`config.mk`:
```
export PLATFORM = sky130hd
export DESIGN_NAME = rtc_alarm_match
export DESIGN_NICKNAME = d
export VERILOG_FILES = /design/src/rtl/rtc_alarm_match.sv
export SDC_FILE = /design/constraint.sdc
export NUM_CORES = 1
export LEC_CHECK = 0
export BUFFER_PORTS_ARGS = -buffer_cell sky130_fd_sc_hd__buf_2
export CORE_UTILIZATION = 40
export DETAILED_ROUTE_END_ITERATION = 8
export PLACE_DENSITY_LB_ADDON = 0.08
export REMOVE_ABC_BUFFERS = 1
export SKIP_CTS_REPAIR_TIMING = 1
export SYNTH_ARGS = -nofsm -noshare
export SYNTH_HDL_FRONTEND = slang
export SYNTH_SLANG_ARGS = --single-unit
```
`constraint.sdc`:
```
create_clock -name clk -period 3.9 [get_ports clk]
set_input_delay 0.39 -clock clk [delete_from_list [all_inputs] [get_ports clk]]
set_output_delay 0.39 -clock clk [all_outputs]
set_load 0.1 [all_outputs]
```
`src/rtl/rtc_alarm_match.sv`:
```
module rtc_alarm_match #(
  parameter int FW = 8,
  parameter int AW = 3
) (
  input  logic          clk,
  input  logic          rst_n,
  input  logic          tick,
  input  logic [FW-1:0] cur_sec,
  input  logic [FW-1:0] cur_min,
  input  logic [FW-1:0] cur_hour,
  input  logic [FW-1:0] cur_date,
  input  logic [FW-1:0] cur_mon,
  input  logic          wr_en,
  input  logic [AW-1:0] wr_addr,
  input  logic [FW-1:0] wr_data,
  input  logic          flag_rd,
  output logic          alarm_flag,
  output logic          irq
);
  localparam int NF   = 5;
  localparam int CTRL = NF;

  logic [FW-1:0] al_q  [NF];
  logic [FW-1:0] cur_v [NF];
  logic [2:0]    mode_q;
  logic          en_q;
  logic [NF-1:0] care, eq;
  logic          hit;

  assign cur_v[0] = cur_sec;
  assign cur_v[1] = cur_min;
  assign cur_v[2] = cur_hour;
  assign cur_v[3] = cur_date;
  assign cur_v[4] = cur_mon;

  always_ff @(posedge clk or negedge rst_n) begin
    if (!rst_n) begin
      for (int i = 0; i < NF; i++) al_q[i] <= '0;
      mode_q <= '0;
      en_q   <= 1'b0;
    end else if (wr_en) begin
      for (int i = 0; i < NF; i++)
        if (wr_addr == AW'(i)) al_q[i] <= wr_data;
      if (wr_addr == AW'(CTRL)) begin
        mode_q <= wr_data[2:0];
        en_q   <= wr_data[FW-1];
      end
    end
  end

  for (genvar g = 0; g < NF; g++) begin : g_cmp
    assign eq[g] = (cur_v[g] == al_q[g]);
  end

  always_comb begin
    case (mode_q)
      3'd0:    care = 5'b11111;
      3'd1:    care = 5'b01111;
      3'd2:    care = 5'b00111;
      3'd3:    care = 5'b00011;
      3'd4:    care = 5'b00001;
      default: care = 5'b00000;
    endcase
  end

  assign hit = tick && (&(eq | ~care));

  always_ff @(posedge clk or negedge rst_n) begin
    if (!rst_n)       alarm_flag <= 1'b0;
    else if (hit)     alarm_flag <= 1'b1;
    else if (flag_rd) alarm_flag <= 1'b0;
  end

  assign irq = alarm_flag & en_q;

  a_r3_hit_sets: assert property (@(posedge clk) disable iff (!rst_n)
    hit |=> alarm_flag);
  a_r10_read_clears: assert property (@(posedge clk) disable iff (!rst_n)
    (flag_rd && !hit) |=> !alarm_flag);
  a_r9_hold_without_tick: assert property (@(posedge clk) disable iff (!rst_n)
    (!tick && !flag_rd) |=> $stable(alarm_flag));
  a_r9_rise_needs_tick: assert property (@(posedge clk) disable iff (!rst_n)
    $rose(alarm_flag) |-> $past(tick));
  a_r8_free_run: assert property (@(posedge clk) disable iff (!rst_n)
    (tick && mode_q >= 3'd5) |=> alarm_flag);
  a_r11_irq_needs_flag: assert property (@(posedge clk) disable iff (!rst_n)
    irq |-> alarm_flag);
endmodule

```
---- Word level (Yosys, flattened, before mapping) ----
Index checks and enable logic that the tools add are counted.
word-level totals
  register bits ........................... 45
  input port bits ......................... 56
  output and inout port bits .............. 2
  logic and storage cells ................. 39
operators by class
  eq/ne operators ......................... 14
  mux-type cells .......................... 3
  bitwise logic cells ..................... 3
  reduce and logical (&&, ||, !) cells .... 11
operators by type and width
  kind                                                             count
  8-bit == test                                                    5
  5-bit case mux with 5 select lines                               1
  3-bit by 2-bit == test with 1-bit output, second input constant  4
  2-bit AND reduction                                              6
  3-bit == test, second input constant                             3
  3-bit by 1-bit == test with 1-bit output, second input constant  2
  3-bit zero test                                                  2
  5-bit inverter                                                   1
  5-bit OR                                                         1
  5-bit AND reduction                                              1
  1-bit 2-to-1 mux                                                 2
  2-bit nonzero test                                               1
  1-bit bitwise AND                                                1
  1-bit logical AND                                                1

---- Logic depth before layout (Yosys ltp) ----
Gate-level depths: netlist (run 1).
  depth after elaboration ................. 7
  mapped depth ............................ 5
  mapped depth without buffers ............ 5

---- Worst setup path after synthesis (run 1) ----
No wires, ideal clock.
  path kind ............................... reg-to-output
  from .................................... register alarm_flag
  to ...................................... output irq
  data arrival time ....................... 1.778 ns
  data required time ...................... 3.510 ns
  slack ................................... 1.732 ns
  cell stages (with the launch flop) ...... 2
  cell sequence ........................... dfrtp_1 > and2_1
on the way
  word-level cells in the longest chain between the ends .. 1
ends and longest elaborated chain
  item                    line  text
  start, declared         17    output logic alarm_flag,
  start signal, assigned  69    if (!rst_n) alarm_flag <= 1'b0;
  start signal, assigned  70    else if (hit) alarm_flag <= 1'b1;
  start signal, assigned  71    else if (flag_rd) alarm_flag <= 1'b0;
  1-bit bitwise AND       74    assign irq = alarm_flag & en_q;
  end, declared           18    output logic irq
No other way between the ends.

---- Final worst setup path (run 1) ----
Ends and elaborated chain as after synthesis.

==> reports/metrics.csv, run 1 <==
stage,metric,value,unit
run_status,status,"complete, no violations",
critical_path,cp.arrival,1.20,ns
routing,vias,1449,
layout,fin_cells,293,
die,fp.dieW,76.4,um
timing,hold_viol_final,0,
layout,num-fill-cells,498,
critical_path,slowest_delay,0.42,ns
grt,grt_max_degree,46,
placed_design,gp_congestion,0.711,
critical_path,crit_chain,"and2_1, buf_2",
die,die_y,76.4,um
routing,routedWlPerCell,16.2,um
clock_tree,cts_buffer_depth,2,
die,boundaryPins,58,
power_and_ir_drop,leakage,1.16,nW
timing,finalSetupViolCount,0,
grt,grt_pass1_vias,1622,
critical_path,crit_fanout,3,
layout,final_core_util,51.1,%
routing,totalWireLength,4.74,mm
logic_synthesis,yosys.area.top_type,dfrtp_1,
timing,min_period_over_period,40.8,%
critical_path,startpoint_type,flop,
clock_tree,clk_latency,0.29,ns
logic_synthesis,synth_top_flop_cell,dfrtp_1,
flow_run,cap_viol_max_count,0,
die,rows,26,
critical_path,worstSetupEndpointType,output pin,
die,die_area,5840,sq um
timing,finalSetupTns,0,ns
critical_path,worstSetupPathType,reg -> out,
logic_synthesis,yosysMostFrequentCell,dfrtp_1,
timing,rsz0062_at_grt,false,
min_path,hold_class,in -> async,
timing,slew_viol_final,0,
logic_synthesis,ys_ff_latch,45,
timing,worst_pin_slew,1.00,ns
logic_synthesis,ys_top_cells_by_count,"dfrtp_1 (45), mux2_2 (44), xnor2_1 (24)",
logic_synthesis,synth_seq_area_share,50.8,%
critical_path,crit_buf_inv,1,
clock_tree,h-tree-depth,2,
grt,overflow,0,
power_and_ir_drop,power_density,452,nW/um^2
critical_path,cp.required,3.51,ns
timing,relSlewSlack,33.4,%
clock_tree,cts_buffers,5,
routing,drc,0,
critical_path,cp_top_family,buffers and inverters,
routing,ant_nets,0,
grt,grt_pass1_wl,7.97,mm
logic_synthesis,netlist_area,2210,sq um
routing,avgViaCountPerCell,4.95,
die,start_util,42.5,%
layout,diodes,0,
power_and_ir_drop,ir_drop,0.228,mV
grt,antenna_found_initial,0,
logic_synthesis,synth-edff-count,0,
clock_tree,clkSlewWorstSetupHoldPaths,0.08,ns
placed_design,portBuffers,57,
grt,grt_usage,18.1,%
timing,fmax,628,MHz
layout,layout-drive-gt1-share,50.2,%
layout,final_nets,278,
logic_synthesis,synth_cell_types,23,
clock_tree,clock-sinks,45,
die,coreArea,5200,sq um
logic_synthesis,synth_top_area_share,50.8,%
placed_design,dp.cells,285,
logic_synthesis,ys_async_sr_fraction,100,%
layout,area_delta_synth_final,20.0,%
clock_tree,cts-root-buf,clkbuf_8,
logic_synthesis,synth.avg_cell_area,13.8,sq um
timing,period_needed,1.59,ns
critical_path,crit_slowest_cell,buf_2,
routing,drtIter0Drc,55,
clock_tree,tritoncts,done,
layout,seqCellArea,1130,sq um
timing,clock_skew,0.0101,ns
logic_synthesis,synth_cells,160,
logic_synthesis,synth_warnings,0,
power_and_ir_drop,p_total,1.20,mW
placed_design,hpwl,3.58,mm
layout,multiInputGateArea,1070,sq um
logic_synthesis,synth.area.top_cells,"dfrtp_1 (51%), mux2_2 (22%), xnor2_1 (9.5%)",
routing,firstDrtPassIters,3,
timing,fin_hold_ws,0.259,ns
-- per-layer routing --
layer,vias to the layer above,GRT usage [%],wire length [um]
met5,-,0,0
met4,0,5.19,55
met3,5,5.03,222
met2,35,30.5,2370
met1,713,22.6,2090
li1,696,-,-
-- final timing paths --
kind                            startpoint          to  slack (ns)  cells past startpoint
max in group asynchronous            rst_n    al_q[16]        3.02                      1
worst max-delay path            alarm_flag         irq        2.31                      2
worst min-delay path                 rst_n    al_q[15]        0.26                      1
worst max register to register    al_q[18]  alarm_flag        2.35                      4
min in group clk                      tick  alarm_flag        0.36                      3
worst min register to register     al_q[3]     al_q[3]        0.53                      1
-- state kept, by name (all words and copies together) (netlist names) --
signal and count:
mode_q 3, alarm_flag 1, en_q 1, al_q 40
-- through the flow --
stage | cell area, sq um | worst slack (ns)
CTS | 2660 | 2.30
detailed placement | 2570 | 2.23
global route | 2660 | 2.13
floorplan | 2190 | 1.73
finish | 2660 | 2.31
global placement | 2570 | 2.28
-- cell type report --
| cell class | instances | area share (%) |
|---|---|---|
| sequential | 45 | 42.4 |
| multi-input combinational | 112 | 40.2 |
| timing repair buffer | 58 | 11.0 |
| tap | 70 | 3.30 |
| clock buffer | 7 | 2.87 |
| clock inverter | 1 | 0.282 |
-- cell usage in the layout, fill, tap and decap left out --
cell and instances:
o31ai_1 1, and2_1 1, nand4b_2 1, nand2b_1 1, clkbuf_8 5, o21ai_0 3, and4bb_2 1, o41ai_1 1
clkbuf_1 2, dfrtp_1 45, nor2_1 2, a221oi_1 1, nand2_1 1, nand4_1 6, nor4bb_1 1, buf_4 1
a2111oi_0 1, mux2_2 44, nand4b_1 1, xnor2_1 24, buf_2 57, nor4_1 4, clkinvlp_4 1, xor2_1 16
nor4b_4 1, nor3_4 1
-- logic make-up (layout without fill, tap and decap cells) --
group | after synthesis | after routing | share of synthesized area (%)
and+or+nand+nor | 21 | 21 | 7.80
buffers and inverters | 3 | 66 | 0.960
AOI/OAI and AO/OA | 7 | 7 | 2.20
muxes | 44 | 44 | 22.4
xor gates and xnor gates | 40 | 40 | 15.8
DFF | 45 | 45 | 50.8
-- power by group --
group	switching (mW)	internal (mW)	total [mW]
sequential	0.0729	0.568	0.641
combinational	0.115	0.169	0.284
clock	0.150	0.127	0.277
(Power assumes the default switching activity.)
==> run 2: changes to the inputs <==
Clock period 3.9 ns to 1.4 ns, I/O delays scaled along.
==> reports/metrics.csv, run 2 (synthesis results as in run 1) <==
stage,metric,value,unit
clock_tree,clkSlewWorstSetupHoldPaths,0.08,ns
grt,grt_pass1_wl,7.69,mm
min_path,hp-start,tick,
clock_tree,cts_buffers,5,
die,rows,26,
min_path,hold_class,in -> reg,
timing,hold_viol_final,0,
grt,grt_max_degree,30,
critical_path,worstSetupPathType,reg -> reg,
critical_path,cp.arrival,1.66,ns
grt,grt_usage,17.3,%
clock_tree,cts-root-buf,clkbuf_8,
critical_path,cp.required,1.59,ns
routing,totalWireLength,4.78,mm
timing,min_period_over_period,105,%
power_and_ir_drop,switchingPower,0.947,mW
layout,final_nets,281,
die,die_y,76.4,um
critical_path,crit_fanout,2,
placed_design,pre_cts_slack,-0.187,ns
timing,clock_skew,0.00223,ns
placed_design,portBuffers,57,
die,start_util,42.5,%
critical_path,reg2reg_from,al_q[21],
layout,top_regs,"al_q: 40 flops, mode_q: 3 flops",
layout,mostFrequentLayoutCell,buf_2,
layout,max_flop_register,al_q,
routing,dr.max_layer_used,met4,
timing,setup_slack,-0.0675,ns
routing,wl_met2,2.49,mm
placed_design,hpwl,3.71,mm
grt,antenna_found_initial,0,
flow_run,cap_viol_max_count,0,
critical_path,startpoint_type,flop,
clock_tree,clock-sinks,45,
timing,rsz0062_at_grt,true,
grt,overflow,0,
power_and_ir_drop,p_comb_share,24.6,%
placed_design,gp_congestion,0.713,
timing,period_needed,1.47,ns
routing,dr_wl_met3,180,um
run_status,status,"complete, but fails checks",
layout,area_delta_synth_final,22.8,%
layout,layout-drive-gt1-share,51.8,%
clock_tree,clk_latency,0.29,ns
clock_tree,tritoncts,done,
layout,num-fill-cells,488,
timing,finalSetupViolCount,1,
routing,firstDrtPassIters,4,
layout,largest_register_ffs,40,
die,coreArea,5200,sq um
routing,drc,0,
clock_tree,h-tree-depth,2,
die,fp.dieW,76.4,um
power_and_ir_drop,ir_drop,0.630,mV
clock_tree,cts_buffer_depth,2,
timing,slew_viol_final,0,
routing,routedWlPerCell,16.2,um
timing,relSlewSlack,67.8,%
power_and_ir_drop,power_density,1240,nW/um^2
routing,avgViaCountPerCell,4.99,
critical_path,worstSetupEndpointType,flop,
die,die_area,5840,sq um
grt,grt_pass1_vias,1591,
layout,mostFrequentLayoutCells,"buf_2 (57), dfrtp_1 (45), mux2_2 (44), xnor2_1 (24), xor2_1 (16)",
critical_path,startpoint,al_q[21],
routing,drt-met1-wl,2.06,mm
layout,diodes,0,
routing,vias,1477,
routing,ant_nets,0,
power_and_ir_drop,seqPwrFrac,53.0,%
timing,fmax,681,MHz
timing,worst_pin_slew,0.487,ns
power_and_ir_drop,p_total,3.38,mW
power_and_ir_drop,leakage,1.19,nW
power_and_ir_drop,p_int,2.43,mW
power_and_ir_drop,p_sw_share,28.1,%
run_status,violations,negative setup slack,
routing,drtIter0Drc,49,
power_and_ir_drop,clkPwrFrac,22.4,%
die,boundaryPins,58,
## run 2: stage by stage
stage / area (sq um) / hold WS [ns] / util, % / instances / setup TNS (ns)
3_3_place_gp: 2600 / 0.0921 / 50.0 / 287 / -0.131
4_1_cts: 2680 / -0.224 / 51.5 / 295 / -0.218
3_5_place_dp: 2600 / 0.0904 / 50.0 / 287 / -0.187
2_1_floorplan: 2190 / -0.156 / - / 157 / -1.93
5_1_grt: 2720 / 0.166 / 52.2 / 296 / -0.150
6_report: 2720 / 0.146 / 52.2 / 296 / -0.0675
## run 2: routing by layer
| metal | up-vias | GRT usage, % |
|---|---|---|
| li1 | 704 | - |
| met1 | 732 | 21.4 |
| met2 | 36 | 30.0 |
| met3 | 5 | 3.23 |
| met4 | 0 | 6.15 |
| met5 | - | 0 |
## run 2: worst paths after layout
kind | depth (start not counted) | slack [ns] | endpoint
worst max-delay path | 4 | -0.07 | alarm_flag
worst min-delay path | 3 | 0.15 | alarm_flag
worst max register to register | 4 | -0.07 | alarm_flag
worst min register to register | 1 | 0.52 | en_q
max in group asynchronous | 3 | 0.58 | en_q
min in group asynchronous | 2 | 0.33 | al_q[37]
## run 2: critical path, cell delays in order (launching register included)
cell      delay [ns]
dfrtp_1         0.39
xor2_1          0.16
nor4_1          0.36
a221oi_2        0.11
o41ai_2         0.34
## run 2: power groups by stage
stage | Sequential [mW] | Clock (mW) | Combinational, mW
final | 1.79 | 0.756 | 0.830
after global routing | 1.83 | 0.833 | 0.907
after CTS | 1.79 | 0.786 | 0.816
after detailed placement | 1.81 | 0 | 0.812
after global placement | 1.79 | 0 | 0.780
after floorplan | 1.78 | 0 | 0.554
## run 2: area by class of cell
type,instances,area [sq um],share of cell area [%]
Clock buffer,8,80.1,2.95
Timing Repair Buffer,61,330,12.1
Multi-Input combinational cell,112,1090,40.3
Sequential cell,45,1130,41.4
Tap cell,70,87.6,3.22
==> run 3: changes to the inputs <==
Settings changed: SKIP_CTS_REPAIR_TIMING 1 to unset.
==> reports/metrics.csv, run 3 (synthesis results as in run 1) <==
stage,metric,value,unit
layout,largest_register_ffs,40,
clock_tree,clock-sinks,45,
placed_design,hpwl,3.71,mm
routing,dr_wl_met3,177,um
timing,finalSetupViolCount,1,
timing,setup_slack,-0.00208,ns
critical_path,cp.arrival,1.59,ns
clock_tree,h-tree-depth,2,
routing,firstDrtPassIters,4,
layout,area_delta_synth_final,23.1,%
timing,fmax,713,MHz
critical_path,cp.required,1.59,ns
die,die_area,5840,sq um
timing,relSlewSlack,67.8,%
layout,max_flop_register,al_q,
routing,drc,0,
grt,overflow,0,
timing,slew_viol_final,0,
clock_tree,clk_latency,0.29,ns
die,rows,26,
run_status,status,"complete, but fails checks",
timing,finalSetupTns,-0.00208,ns
clock_tree,cts_buffers,5,
flow_run,cap_viol_max_count,0,
grt,grt_pass1_wl,7.74,mm
grt,grt_pass1_vias,1602,
timing,clock_skew,0.00295,ns
grt,grt_usage,17.4,%
die,die_y,76.4,um
min_path,hold_class,in -> reg,
routing,totalWireLength,4.79,mm
layout,top_regs,"al_q: 40 flops, mode_q: 3 flops",
grt,grt_max_degree,30,
timing,min_period_over_period,100,%
critical_path,crit_fanout,2,
routing,drtIter0Drc,46,
clock_tree,cts_setup_buffers,0,
layout,layout-drive-gt1-share,52.7,%
critical_path,worstSetupPathType,reg -> reg,
grt,antenna_found_initial,0,
routing,wl_met2,2.48,mm
routing,drt-met1-wl,2.08,mm
layout,diodes,0,
clock_tree,tritoncts,done,
power_and_ir_drop,leakage,1.19,nW
routing,avgViaCountPerCell,5.01,
clock_tree,clkSlewWorstSetupHoldPaths,0.08,ns
routing,routedWlPerCell,16.2,um
clock_tree,cts_buffer_depth,2,
timing,worst_pin_slew,0.487,ns
critical_path,worstSetupEndpointType,flop,
routing,dr.max_layer_used,met4,
die,coreArea,5200,sq um
run_status,violations,negative setup slack,
timing,rsz0062_at_grt,true,
die,fp.dieW,76.4,um
timing,hold_viol_final,0,
routing,vias,1482,
layout,fin_cells,296,
critical_path,startpoint_type,flop,
placed_design,portBuffers,57,
placed_design,dp.cells,287,
layout,final_nets,281,
die,start_util,42.5,%
power_and_ir_drop,power_density,1240,nW/um^2
clock_tree,cts-root-buf,clkbuf_8,
power_and_ir_drop,ir_drop,0.631,mV
placed_design,gp_congestion,0.713,
routing,ant_nets,0,
layout,mostFrequentLayoutCell,buf_2,
die,boundaryPins,58,
timing,period_needed,1.40,ns
timing,fin_hold_ws,0.146,ns
layout,mostFrequentLayoutCells,"buf_2 (57), dfrtp_1 (45), mux2_2 (44), xnor2_1 (24), xor2_1 (16)",
==> run 3: what timing repair did <==
item / CTS / global route
gates resized for setup: 2 / 7
pin swaps: 6 / 5
gates cloned: 0 / 0
hold buffers: 1 / 0
hold endpoints to repair: 16 / 0
endpoints found under the setup margin: 1 / 1
==> run 3: report_power, final <==
group | switching [mW] | internal [mW]
sequential | 0.209 | 1.58
clock | 0.400 | 0.355
combinational | 0.345 | 0.493
total | 0.954 | 2.43
==> run 3: per-layer routing <==
layer | vias to the layer above | track usage [%]
li1 | 703 | -
met1 | 738 | 21.4
met2 | 36 | 30.4
met3 | 5 | 3.23
met4 | 0 | 6.15
met5 | - | 0
==> run 3: path summary, 6_finish.rpt <==
| kind | startpoint | endpoint | slack, ns | cells after the start |
|---|---|---|---|---|
| max in group asynchronous | rst_n | al_q[18] | 0.58 | 3 |
| max reg2reg | al_q[21] | alarm_flag | -0.002 | 4 |
| max | al_q[21] | alarm_flag | -0.002 | 4 |
| min in group asynchronous | rst_n | al_q[37] | 0.33 | 2 |
| min | tick | alarm_flag | 0.15 | 3 |
| min reg2reg | en_q | en_q | 0.52 | 1 |
==> run 3: cell type report <==
type / count / area, sq um
multi-input cells: 112 / 1100
repair buffers: 61 / 330
well taps: 70 / 87.6
clock buffers: 8 / 80.1
flip-flops and latches: 45 / 1130
fillers: 489 / 2480
==> run 3: critical path, cell delays in order (launching register included) <==
cell and delay [ns]:
dfrtp_1 0.39, xor2_1 0.16, nor4_1 0.36, a221oi_2 0.11
o41ai_2 0.28
==> run 3: metrics by stage <==
step | setup WS, ns | utilization (%) | power (mW) | area (sq um)
final | -0.00208 | 52.4 | 3.39 | 2730
after floorplan | -0.518 | - | 2.33 | 2190
after global placement | -0.131 | 50.0 | 2.57 | 2600
after global routing | -0.128 | 52.4 | 3.58 | 2730
after CTS | -0.0911 | 51.9 | 3.40 | 2700
after detailed placement | -0.187 | 50.0 | 2.63 | 2600
